==> config.mk <==
export PLATFORM = sky130hd
export DESIGN_NAME = wdt_stop_ctrl
export DESIGN_NICKNAME = d
export VERILOG_FILES = /design/src/rtl/wdt_stop_pkg.sv /design/src/rtl/wdt_counter.sv /design/src/rtl/settle_counter.sv /design/src/rtl/stop_fsm.sv /design/src/rtl/wdt_stop_ctrl.sv
export SDC_FILE = /design/constraint.sdc
export NUM_CORES = 1
export LEC_CHECK = 0
export CORE_MARGIN = 2
export CORE_UTILIZATION = 45
export CTS_CLUSTER_SIZE = 10
export DETAILED_ROUTE_END_ITERATION = 6
export DONT_BUFFER_PORTS = 1
export GPL_ROUTABILITY_DRIVEN = 1
export PLACE_DENSITY_LB_ADDON = 0.08
export SETUP_SLACK_MARGIN = 0.02
export SYNTH_ARGS = -nofsm -noshare
export SYNTH_HDL_FRONTEND = slang
export SYNTH_HIERARCHICAL = 1
export SYNTH_SLANG_ARGS = --single-unit
==> constraint.sdc <==
create_clock -name clk -period 3.5 [get_ports clk]
set_input_delay 1.05 -clock clk [delete_from_list [all_inputs] [get_ports clk]]
set_output_delay 1.05 -clock clk [all_outputs]
set_load 0.005 [all_outputs]
==> src/rtl/wdt_stop_pkg.sv <==
package wdt_stop_pkg;
    typedef enum logic [1:0] {
        ST_RUN    = 2'd0,
        ST_STOP   = 2'd1,
        ST_SETTLE = 2'd2
    } ctrl_state_t;
endpackage

==> src/rtl/wdt_counter.sv <==
module wdt_counter #(
    parameter int W          = 14,
    parameter int TRIP_TICKS = 8192
) (
    input  logic         clk,
    input  logic         rst_n,
    input  logic         tick,
    input  logic         clr,
    input  logic         hold,
    input  logic         remote_lvl,
    output logic         trip,
    output logic [W-1:0] cnt
);
    localparam logic [W-1:0] TRIP_VAL = TRIP_TICKS[W-1:0];
    localparam logic [W-1:0] ONE      = {{(W-1){1'b0}}, 1'b1};

    logic         remote_q;
    logic         remote_rise;
    logic [W-1:0] cnt_inc;

    assign remote_rise = remote_lvl & ~remote_q;
    assign cnt_inc     = cnt + ONE;

    always_ff @(posedge clk or negedge rst_n) begin
        if (!rst_n) begin
            remote_q <= 1'b0;
            cnt      <= '0;
            trip     <= 1'b0;
        end else begin
            remote_q <= remote_lvl;
            trip     <= 1'b0;
            if (hold || clr || remote_rise) begin
                cnt <= '0;
            end else if (tick) begin
                if (cnt_inc == TRIP_VAL) begin
                    cnt  <= '0;
                    trip <= 1'b1;
                end else begin
                    cnt <= cnt_inc;
                end
            end
        end
    end
endmodule

==> src/rtl/settle_counter.sv <==
module settle_counter #(
    parameter int SETTLE_CYCLES = 8192
) (
    input  logic clk,
    input  logic rst_n,
    input  logic en,
    output logic done
);
    localparam int          SW   = $clog2(SETTLE_CYCLES);
    localparam logic [SW-1:0] LAST = SW'(SETTLE_CYCLES - 1);
    localparam logic [SW-1:0] ONE  = {{(SW-1){1'b0}}, 1'b1};

    logic [SW-1:0] cnt;

    always_ff @(posedge clk or negedge rst_n) begin
        if (!rst_n)   cnt <= '0;
        else if (!en) cnt <= '0;
        else          cnt <= cnt + ONE;
    end

    assign done = en && (cnt == LAST);
endmodule

==> src/rtl/stop_fsm.sv <==
module stop_fsm
    import wdt_stop_pkg::*;
#(
    parameter int N_WAKE = 8
) (
    input  logic              clk,
    input  logic              rst_n,
    input  logic              stop_req,
    input  logic [N_WAKE-1:0] wake_n,
    input  logic              settle_done,
    output ctrl_state_t       state,
    output logic              osc_en,
    output logic              core_run,
    output logic              force_low
);
    ctrl_state_t state_nx;
    logic        any_wake;

    assign any_wake = ~&wake_n;

    always_comb begin
        state_nx = state;
        unique case (state)
            ST_RUN:    if (stop_req && !any_wake) state_nx = ST_STOP;
            ST_STOP:   if (any_wake)              state_nx = ST_SETTLE;
            ST_SETTLE: if (settle_done)           state_nx = ST_RUN;
            default:                              state_nx = ST_RUN;
        endcase
    end

    always_ff @(posedge clk or negedge rst_n) begin
        if (!rst_n) state <= ST_RUN;
        else        state <= state_nx;
    end

    always_comb begin
        unique case (state)
            ST_RUN:    begin osc_en = 1'b1; core_run = 1'b1; force_low = 1'b0; end
            ST_STOP:   begin osc_en = 1'b0; core_run = 1'b0; force_low = 1'b1; end
            ST_SETTLE: begin osc_en = 1'b1; core_run = 1'b0; force_low = 1'b1; end
            default:   begin osc_en = 1'b1; core_run = 1'b0; force_low = 1'b1; end
        endcase
    end
endmodule

==> src/rtl/wdt_stop_ctrl.sv <==
module wdt_stop_ctrl
    import wdt_stop_pkg::*;
#(
    parameter int WDT_BITS      = 14,
    parameter int TRIP_TICKS    = 8192,
    parameter int SETTLE_CYCLES = 8192,
    parameter int N_WAKE        = 8
) (
    input  logic              clk,
    input  logic              rst_n,
    input  logic              mc_tick,
    input  logic              wdt_clr,
    input  logic              remote_lvl,
    input  logic              stop_req,
    input  logic [N_WAKE-1:0] wake_n,
    output logic              cpu_rst,
    output logic              osc_en,
    output logic              core_run,
    output logic              force_low
);
    ctrl_state_t         state;
    logic                settle_done;
    logic                wdt_hold;
    logic [WDT_BITS-1:0] wdt_cnt;

    assign wdt_hold = (state != ST_RUN);

    stop_fsm #(.N_WAKE(N_WAKE)) u_fsm (
        .clk(clk), .rst_n(rst_n), .stop_req(stop_req), .wake_n(wake_n),
        .settle_done(settle_done), .state(state), .osc_en(osc_en),
        .core_run(core_run), .force_low(force_low)
    );

    settle_counter #(.SETTLE_CYCLES(SETTLE_CYCLES)) u_settle (
        .clk(clk), .rst_n(rst_n), .en(state == ST_SETTLE), .done(settle_done)
    );

    wdt_counter #(.W(WDT_BITS), .TRIP_TICKS(TRIP_TICKS)) u_wdt (
        .clk(clk), .rst_n(rst_n), .tick(mc_tick), .clr(wdt_clr),
        .hold(wdt_hold), .remote_lvl(remote_lvl), .trip(cpu_rst), .cnt(wdt_cnt)
    );
endmodule

# ---- Word level (Yosys, flattened, before mapping)
# Cells that the tools add are included.
dict set report totals {
  ff_bits 31
  latch_bits 0
  ramBits 0
  romBits 0
  inputBits 14
  wordCells 39
  memories 0
}
dict set report classes {
  addsub 2
  n_mul 0
  div_mod_pow 0
  n_lt_le_gt_ge 0
  n_eq_ne 7
  shift 0
  mux 14
  bitwise_logic 2
  reduce_logical 9
}
# operator count
set op_table {}
lappend op_table {{two-way mux 14 bit} 3}
lappend op_table {{adder 14 x 1 -> 14 bit (second input constant)} 1}
lappend op_table {{equality test 14 bit (second input constant)} 1}
lappend op_table {{adder 13 x 1 -> 13 bit (second input constant)} 1}
lappend op_table {{equality test 13 bit (second input constant)} 1}
lappend op_table {{two-way mux 13 bit} 1}
lappend op_table {{AND reduction 8 bit} 1}
lappend op_table {{two-way mux 1 bit} 6}
lappend op_table {{two-way mux 2 bit} 3}
lappend op_table {{one-hot mux 2 bit (3 select lines)} 1}
lappend op_table {{!= test 2 bit (second input constant)} 2}
lappend op_table {{nonzero test 2 bit} 2}
lappend op_table {{AND reduction 3 bit} 1}
lappend op_table {{equality test 2 x 1 -> 1 bit (second input constant)} 1}
lappend op_table {{equality test 2 bit (second input constant)} 1}
lappend op_table {{logical AND 1 bit} 2}
lappend op_table {{zero test 2 bit} 1}
lappend op_table {{logical OR 1 bit} 2}
lappend op_table {{!= test 2 x 1 -> 1 bit (second input constant)} 1}
lappend op_table {{bitwise AND 1 bit} 1}
lappend op_table {{NOT 1 bit} 1}

# ---- Depth between registers and ports, before layout
# Gate-level depths: netlist of the first run.
dict set report depth {
  depth_word 5
  ltp_mapped 7
  ltp_nobuf 7
}

# ---- Modules after synthesis
# Netlist of the first run, hierarchy kept.
# mod n_inst cells_each area_each_um2 seq_area_each_um2
set by_module_without_submodules {}
lappend by_module_without_submodules {wdt_counter 1 107 1008.5 400.4}
lappend by_module_without_submodules {settle_counter 1 63 629.4 325.3}
lappend by_module_without_submodules {stop_fsm 1 13 116.4 50.0}
lappend by_module_without_submodules {wdt_stop_ctrl 1 2 12.5 0.0}

# ---- Worst setup path after synthesis of the first run
# No wires, ideal clock.
dict set report synth_timing {
  kind {input to register}
  from {in mc_tick}
  to {reg u_wdt.cnt[13]}
  setup_time_ps 124
  arrival_ps 2018
  required_time_ps 3376
  slack_ps 1359
  stages 6
  path_buffers 1
  cell_sequence {buf_2 nand4_1 nor4_1 xnor2_1 nor2_1 o31a_1}
}
dict set report synth_between {
  elab_chain_len 1
}
# element line
set synth_lines {}
lappend synth_lines {{start, declared} wdt_stop_ctrl.sv:11} ;# input logic mc_tick,
lappend synth_lines {{nonzero test 2 bit (no line)} -}
lappend synth_lines {{end signal, assigned} wdt_counter.sv:39} ;# cnt <= cnt_inc;
lappend synth_lines {{end, declared} wdt_counter.sv:12} ;# output logic [W-1:0] cnt
# No other way between the ends.
# A chain may end at the register's enable or synchronous reset.

# ---- Worst setup path in the final report of the first run
dict set report layout_timing {
  from {reg u_fsm.state[0]}
  to {out force_low}
}
dict set report layout_between {
  elab_chain_len 2
}
# element line
set layout_lines {}
lappend layout_lines {{start, declared} stop_fsm.sv:11} ;# output ctrl_state_t state,
lappend layout_lines {{start signal, assigned} stop_fsm.sv:33} ;# else state <= state_nx;
lappend layout_lines {{zero test 2 bit} stop_fsm.sv:37} ;# unique case (state)
lappend layout_lines {{two-way mux 1 bit} stop_fsm.sv:37}
lappend layout_lines {{end, declared} wdt_stop_ctrl.sv:19} ;# output logic force_low
# No other way between the ends.

==> run metrics, run 1 <==
pin count of the biggest net entering global routing=32; Worst-Skew Late Latency=around 0.28 ns; via/cell ratio=5.57; Yosys reg bits=31; ranking of synthesized cells by area=dfrtp_1 44%, nor2_1 5.1%, xnor2_1 4.5%, xor2_1 4.0%, nand2_1 3.2%; syn nets=201; fin crit period=2.04 ns; routability cong.=0.772; Initial Util=0.475; Clock Skew=roughly 0.0052 ns; Post-synth EDFFs=0; CTS Buffer Depth=2; PD cells=438 nW/um^2; count leader, synth=dfrtp_1; Tot Pwr=821 uW; post-synthesis sequential area ratio=0.439; setup_tns=0 ns; Avg WL per Cell=14.0 um; CP Max Fanout=6; crit path launch type=flip-flop; Crit-path slowest cell=dfrtp_1; Post-Syn Area per Cell=9.55 um^2; Area Overhead vs Synth=6.23%; setup bufs post-CTS=0; Core Footprint=~3700 um^2; all-layer global routing usage=0.177; Die Height=66.7 um; status=finished, final reports clean; yosys warns=6; max-cap violations=0; Worst Setup Slack, final=1.46 ns; crit path capture type=output port; Crit Reg-Reg Startpoint=u_wdt/cnt[3]; Synth area leader=dfrtp_1; cell chain of the critical path=nor2_1 > inv_1; Std-Cell Rows=22; HPWL Detailed=2320 um; # port buffers=0; synth unique cells=47; grt ovf=0; clk root buf=clkbuf_8; final core occ=0.505; Hold Worst Slack=0.464 ns; Most used DFF post-synth=dfrtp_1; Post-Route WL=approximately 3300 um; RSZ-0062 raised after global routing=no; H-tree depth=2; final net count=a little over 200; Post-synth top cells=31 x dfrtp_1, 24 x nor2_1, 15 x nand2_1, 9 x xnor2_1; Rel. slew slack=0.629; maximum VDD drop=between 0.2 and 0.3 mV; DR pass1 iterations=4; first-pass GRT wire length=5910 um; Hold-fix buffers, CTS=0; DR iter-0 viols=45; clk slew on worst S/H paths=roughly 0.060 ns; io pins=18; initial antenna violation count=0; R2R depth=5; Post-Syn Instances=185; share of layout cells above drive strength 1=0.118; # fillers=377; n_diodes=0; Leak Pwr=0.728 nW; Async SR Flop Fraction=1.00; WP data required=2.45 ns; final setup vio count=0; Slew @ Worst Pin=0.555 ns; antenna-violating nets left=0; period utilisation layout=0.582; Syn Std Cell Area=1770 um^2; vias in the first global route=roughly 1300; final hold violations=0; Worst R2R End=u_wdt/cnt[0]; Final Max Slew Viols=0; DR vias=1308; DRC viols=0; clk sinks=31; Min-Delay Path Class=primary input to asynchronous set/reset pin; CTS Buf Count=5; R2R setup slack=between 1.5 and 2 ns; crit path DAT=0.99 ns; CTS tree=yes; fmax=491 MHz; Worst Setup Path Type=flip-flop to output port; Die X=~67 um; die area=4440 um^2; pre-CTS WS=1.44 ns; Synth top area share=0.439; biggest cell delay along the critical path=between 0.4 and 0.5 ns; Post-CTS Resized=0
cell families after synthesis:
| kind of cell | count (synthesis) | share of synthesized area |
|---|---|---|
| flops | 31 | 0.439 |
| xor+xnor | 17 | 0.0843 |
| compound gates | 24 | 0.0956 |
| simple gates | 93 | 0.310 |
| mux | 3 | 0.0177 |
| fa+ha+maj | 2 | 0.0142 |
| buf+inv | 15 | 0.0390 |
worst max path at each step:
| stage | start | to | slack (ns) | cells past startpoint |
|---|---|---|---|---|
| after floorplan | mc_tick | u_wdt/cnt[13] | 1.36 | 6 |
| after global placement | mc_tick | u_wdt/cnt[13] | 1.47 | 5 |
| after detailed placement | mc_tick | u_wdt/cnt[13] | 1.44 | 5 |
| after CTS | u_fsm/state[0] | force_low | 1.44 | 2 |
| after global routing | u_wdt/cnt[3] | u_wdt/cnt[0] | 1.33 | 5 |
| final | u_fsm/state[0] | force_low | 1.46 | 2 |
cells in the final DEF, fill, tap and decap left out, types with 2 or more instances in the layout:
| cell type | Yosys | routed |
|---|---|---|
| o21ai_0 | 5 | 5 |
| nor4_1 | 5 | 5 |
| nand3_1 | 6 | 6 |
| nand4_1 | 8 | 8 |
| nor3_1 | 4 | 4 |
| dfrtp_1 | 31 | 31 |
| inv_1 | 7 | 7 |
| mux2i_1 | 2 | 2 |
| ha_1 | 2 | 2 |
| nor3_2 | 2 | 2 |
| nor4b_1 | 2 | 2 |
| nand4_2 | 3 | 3 |
| xor2_1 | 8 | 8 |
| xnor2_1 | 9 | 9 |
| o41ai_1 | 3 | 3 |
| or3_1 | 3 | 3 |
| nand2_1 | 15 | 15 |
| nor2b_1 | 2 | 2 |
| clkbuf_8 | 0 | 5 |
| a21oi_1 | 6 | 6 |
| or4_1 | 2 | 2 |
| nand2b_1 | 3 | 3 |
| o31ai_1 | 2 | 2 |
| and3_1 | 4 | 4 |
| clkbuf_1 | 2 | 2 |
| nor2_1 | 24 | 24 |
final cells by class:
type,count,area (um^2),share of cell area
well taps,48,60.1,0.0320
multi-input cells,139,922,0.491
inverters,8,30.0,0.0160
flip-flops and latches,31,776,0.413
clock buffers,7,76.3,0.0407
repair buffers,1,7.51,0.00400
clock inverters,1,5.00,0.00267
sequential cells by signal, indices dropped and copies added (netlist names):
register and cells:
u_settle/cnt 13, u_wdt/remote_q 1, u_wdt/cnt 14, u_fsm/state 2
u_wdt/trip 1
layer usage:
| layer | share of wire | routed length [um] | GRT usage | vias to the layer above |
|---|---|---|---|---|
| met3 | 0.024 | 80 | 0.0557 | 5 |
| met5 | 0 | 0 | 0 | - |
| met1 | 0.43 | 1420 | 0.194 | 635 |
| met2 | 0.53 | 1740 | 0.315 | 11 |
| li1 | - | - | - | 657 |
| met4 | 0.012 | 40 | 0.0689 | 0 |
critical path: cells and delay by family (launching register included):
family / cells / cell delay [ns]
flops: 1 / 0.45
simple gates: 1 / 0.18
buf+inv: 1 / 0.08
stage by stage:
| stage | instances | instance area (um^2) |
|---|---|---|
| 5_1_grt | 235 | 1880 |
| 2_1_floorplan | 185 | 1770 |
| 3_5_place_dp | 227 | 1800 |
| 6_report | 235 | 1880 |
| 3_3_place_gp | 227 | 1800 |
| 4_1_cts | 235 | 1880 |
where the power goes:
part           switching [mW]  total, mW  internal (mW)
Clock                   0.123      0.262          0.139
Combinational          0.0643      0.115         0.0508
Sequential             0.0458      0.444          0.398
Total                   0.233      0.821          0.588
Power figures use the tool's default switching activity.
==> inputs of run 2 (changes only) <==
- clock period: 3.5 -> 1.6 ns (I/O delays scaled with it)
==> run 2 against run 1 <==
  * The run now ends with negative setup slack left
  * Global-route usage increased by 2.8 points
  * Non-clock buffer count increased by 32
  * Routed wire length increased by 26%
==> run metrics, run 2 (synthesized netlist as in run 1, its figures left out) <==
biggest regs=u_wdt/cnt: 14 flops, u_settle/cnt: 13 flops, u_fsm/state: 2 flops; max-cap violations=0; Tot Pwr=2.10 mW; HPWL Detailed=2690 um; WP data required=roughly 1.8 ns; Slew @ Worst Pin=0.399 ns; Rel. slew slack=0.731; # fillers=about 320; crit path launch type=flip-flop; Core Footprint=3720 um^2; period utilisation layout=1.05; Clock Skew=0.00960 ns; # port buffers=0; grt ovf=0; CP Max Fanout=5; cell chain of the critical path=buf_4 > nand3_4 > buf_4 > nor3_4 > o211ai_2 > buf_4 > nor4b_4 > nor3_2; Die X=66.7 um; fin crit period=between 1.5 and 2 ns; DR pass1 iterations=4; Std-Cell Rows=22; CTS Buffer Depth=2; most frequent cells in the layout=28 x buf_4, 28 x dfrtp_1, 23 x nor2_1; all-layer global routing usage=0.205; failing checks=negative setup slack; via/cell ratio=5.63; DR vias=about 1500; final net count=234; crit path capture type=flip-flop; clk slew on worst S/H paths=~0.07 ns; routability cong.=0.854; pin count of the biggest net entering global routing=32; R2R setup slack=-0.08 ns; Worst Setup Path Type=flip-flop to flip-flop; PD cells=889 nW/um^2; biggest cell delay along the critical path=0.38 ns; clk sinks=31; Top Family by Delay on Critical Path=simple AND/OR/NAND/NOR gates; maximum VDD drop=0.567 mV; Min-Delay Path Class=primary input to asynchronous set/reset pin; RSZ-0062 raised after global routing=yes; Area Overhead vs Synth=33.6%; Post-Route WL=4130 um; Final Max Slew Viols=0; first-pass GRT wire length=6880 um; initial antenna violation count=0; most frequent CP cell=buf_4; antenna-violating nets left=0; Buf/Inv on CP=3; CTS Buf Count=5; n_diodes=0; footprint of the multi-input gates=1090 um^2; storage element area=a little under 800 um^2; Largest register FFs=14; H-tree depth=2; DRC viols=0; largest register by flop count=u_wdt/cnt; Avg WL per Cell=15.5 um; clk root buf=clkbuf_8; CTS tree=yes; crit path DAT=between 1.5 and 2 ns; fmax=594 MHz; Worst Setup Slack, final=-0.0828 ns; status=finished with violations; Leak Pwr=0.974 nW; pre-CTS WS=-0.0894 ns; Initial Util=0.475; die area=approximately 4400 um^2; Crit-path slowest cell=dfrtp_1; Die Height=66.7 um; Worst-Skew Late Latency=between 0.2 and 0.3 ns; final setup vio count=4; vias in the first global route=1543; DR iter-0 viols=97; final hold violations=0; io pins=18; share of layout cells above drive strength 1=0.333
## run 2: cell types whose count changed in the layout (fill, tap and decap cells not counted), sizes merged
cell / before / now
clkbuf: 7 / 6
buf: 1 / 33
bufinv: 0 / 1
## run 2: final timing paths
kind / from / endpoint / cells after the start
worst max-delay path: u_wdt/cnt[8] / u_wdt/cnt[0] / 8
worst min-delay path: rst_n / u_wdt/trip / 1
worst max register to register: u_wdt/cnt[8] / u_wdt/cnt[0] / 8
worst min register to register: u_settle/cnt[11] / u_settle/cnt[11] / 2
max in group asynchronous: rst_n / u_wdt/cnt[0] / 1
min in group clk: remote_lvl / u_wdt/remote_q / 0
## run 2: layer usage
metal	wire [um]	track usage	up-vias	share of wire
met5	0	0	-	0
met4	14	0.0638	0	0.0034
met3	97	0.0355	2	0.023
met2	2350	0.374	19	0.57
met1	1660	0.243	760	0.40
li1	-	-	723	-
## run 2: power breakdown
group | total, mW | internal (mW) | switching [mW]
sequential | 0.971 | 0.871 | 0.0999
clock | 0.803 | 0.504 | 0.299
combinational | 0.325 | 0.158 | 0.167
total | 2.10 | 1.53 | 0.566
## run 2: through the flow
step / hold slack, ns / instance area, um^2 / cells / utilization / setup TNS [ns]
after floorplan: 0.184 / 1800 / 185 / - / -0.00967
after global placement: 0.185 / 1990 / 249 / 0.537 / -0.0910
after detailed placement: 0.185 / 1990 / 249 / 0.537 / -0.252
after CTS: 0.0217 / 2240 / 261 / 0.602 / -0.0628
after global routing: 0.0185 / 2360 / 267 / 0.635 / -0.621
final: 0.0164 / 2360 / 267 / 0.635 / -0.236
## run 2: repair_timing
action                                 in CTS  in global routing
hold buffers                                1                  0
setup endpoints to repair                   5                 13
pin swaps                                   5                  7
buffers inserted                            3                  6
endpoints found under the hold margin      31                  0
resized for setup                          13                 16
## run 2: area by class of cell
class / instances / share of cell area
Multi-Input combinational cell: 139 / 0.464
Sequential cell: 31 / 0.330
Timing Repair Buffer: 33 / 0.118
Clock buffer: 6 / 0.0350
Tap cell: 48 / 0.0254
Clock inverter: 2 / 0.0148
Inverter: 8 / 0.0127
==> inputs of run 3 (changes only) <==
- SETUP_SLACK_MARGIN: 0.02 -> 0.5
==> run 3 against run 2 <==
  * The flow finishes with violations (negative hold slack, negative setup slack)
  * Flip-flop and latch count did not move
  * Final cell count up 5.2%
  * Hold slack worse by 0.14 ns
  * Largest power group unchanged
==> run metrics, run 3 (synthesized netlist as in run 1, its figures left out) <==
crit path launch type=flip-flop; sw frac=0.327; NetSw=between 700 and 800 uW; maximum VDD drop=0.526 mV; storage element area=785 um^2; via/cell ratio=roughly 5.6; Worst-Skew Late Latency=0.29 ns; Avg WL per Cell=15.7 um; largest register by flop count=u_wdt/cnt; DR iter-0 viols=92; vias in the first global route=1614; fin crit period=1.72 ns; Rel. slew slack=0.699; n_diodes=0; Comb power frac=0.273; most common cell after layout, fill and taps aside=buf_4; crit path DAT=about 1.9 ns; final hold violations=31; clk slew on worst S/H paths=0.07 ns; first-pass GRT wire length=7370 um; clk sinks=31; Min-Delay Path Class=primary input to asynchronous set/reset pin; Hold Worst Slack=-0.119 ns; PD cells=841 nW/um^2; # port buffers=0; Die Height=approximately 67 um; H-tree depth=2; Clock power frac=0.269; Largest register FFs=14; pin count of the biggest net entering global routing=32; period utilisation layout=1.08; Std-Cell Rows=22; crit path capture type=flip-flop; Tot Pwr=2.24 mW; Int Power=1.51 mW; Post-Route WL=4420 um; final setup vio count=4; Clock Skew=0.00699 ns; antenna-violating nets left=0; Final Max Slew Viols=0; grt ovf=0; status=finished with violations; HPWL Detailed=roughly 2600 um; DR vias=1572; Worst Setup Slack, final=-0.123 ns; Worst Setup Path Type=flip-flop to flip-flop; CTS Buf Count=5; die area=4440 um^2; max-cap violations=0; CTS Buffer Depth=2; clk root buf=clkbuf_8; fmax=around 580 MHz; Leak Pwr=1.09 nW; most frequent cells in the layout=27 x buf_4, 24 x dfrtp_1, 18 x buf_6, 18 x nor2_1, 13 x nand2_1; R2R setup slack=-0.12 ns; RSZ-0062 raised after global routing=yes; share of layout cells above drive strength 1=0.515; io pins=18; # fillers=259; failing checks=negative hold slack, negative setup slack; routability cong.=0.821; Area Overhead vs Synth=51.0%; sequential power share=0.458; Initial Util=0.475; final net count=248; footprint of the multi-input gates=approximately 1300 um^2; DRC viols=0; WP data required=1.77 ns; DR pass1 iterations=4; biggest regs=u_wdt/cnt: 14 flops, u_settle/cnt: 13 flops, u_fsm/state: 2 flops; pre-CTS WS=-0.112 ns; CTS tree=yes; Die X=about 67 um; Core Footprint=about 3700 um^2; initial antenna violation count=0; all-layer global routing usage=0.221; Slew @ Worst Pin=~0.45 ns; CP Max Fanout=2
run 3: cell types whose count changed in the layout (fill, tap and decap cells not counted), sizes merged:
cell	delta
bufinv	-1
clkinv	+3
clkbuf	-1
buf	+13
run 3: final timing paths:
check	from	end	cells past startpoint
max	u_wdt/cnt[3]	u_wdt/cnt[0]	7
min	rst_n	u_settle/cnt[7]	0
max reg2reg	u_wdt/cnt[3]	u_wdt/cnt[0]	7
min reg2reg	u_settle/cnt[11]	u_settle/cnt[11]	2
max in group asynchronous	rst_n	u_wdt/cnt[9]	0
min in group clk	remote_lvl	u_wdt/remote_q	0
run 3: per-layer routing:
metal | global-route usage | routed length (um) | vias to the layer above
li1 | - | - | 755
met1 | 0.290 | 2040 | 769
met2 | 0.349 | 2190 | 43
met3 | 0.0456 | 160 | 5
met4 | 0.102 | 34 | 0
met5 | 0 | 0 | -
run 3: stage by stage:
step / std cells / utilization / setup TNS, ns / cell area (um^2)
2_1_floorplan: 185 / - / -0.00407 / 1850
3_3_place_gp: 251 / 0.549 / -0.178 / 2040
3_5_place_dp: 251 / 0.549 / -0.351 / 2040
4_1_cts: 272 / 0.655 / -0.232 / 2430
5_1_grt: 281 / 0.718 / -0.548 / 2670
6_report: 281 / 0.718 / -0.403 / 2670
run 3: cell type report:
type                       count  share of cell area
clock inverter                 3             0.00563
inverter                       8              0.0159
timing repair inverter         1             0.00610
tap                           48              0.0225
timing repair buffer          46               0.159
multi-input combinational    139               0.470
clock buffer                   5              0.0258
sequential                    31               0.294
run 3: power by group through the flow:
stage / combinational [mW] / clock (mW) / sequential (mW)
3_3_place_gp: 0.271 / 0 / 0.981
6_report: 0.612 / 0.604 / 1.03
2_1_floorplan: 0.229 / 0 / 0.964
4_1_cts: 0.469 / 0.623 / 1.01
5_1_grt: 0.661 / 0.659 / 1.04
3_5_place_dp: 0.287 / 0 / 0.989
run 3: timing repair:
| action | 4_1_cts | 5_1_grt |
|---|---|---|
| setup endpoints to repair | 33 | 32 |
| gates cloned | 0 | 1 |
| hold endpoints to repair | 31 | 31 |
| buffers inserted | 13 | 8 |
| pin swaps | 19 | 16 |
| resized for setup | 46 | 38 |
run 3: critical path: stages (launching register included):
cell and delay [ns]:
dfrtp_1 0.43, buf_6 0.14, nor4_2 0.23, and3_1 0.21
o211ai_2 0.12, buf_4 0.17, nor4b_4 0.25, nor3_2 0.05
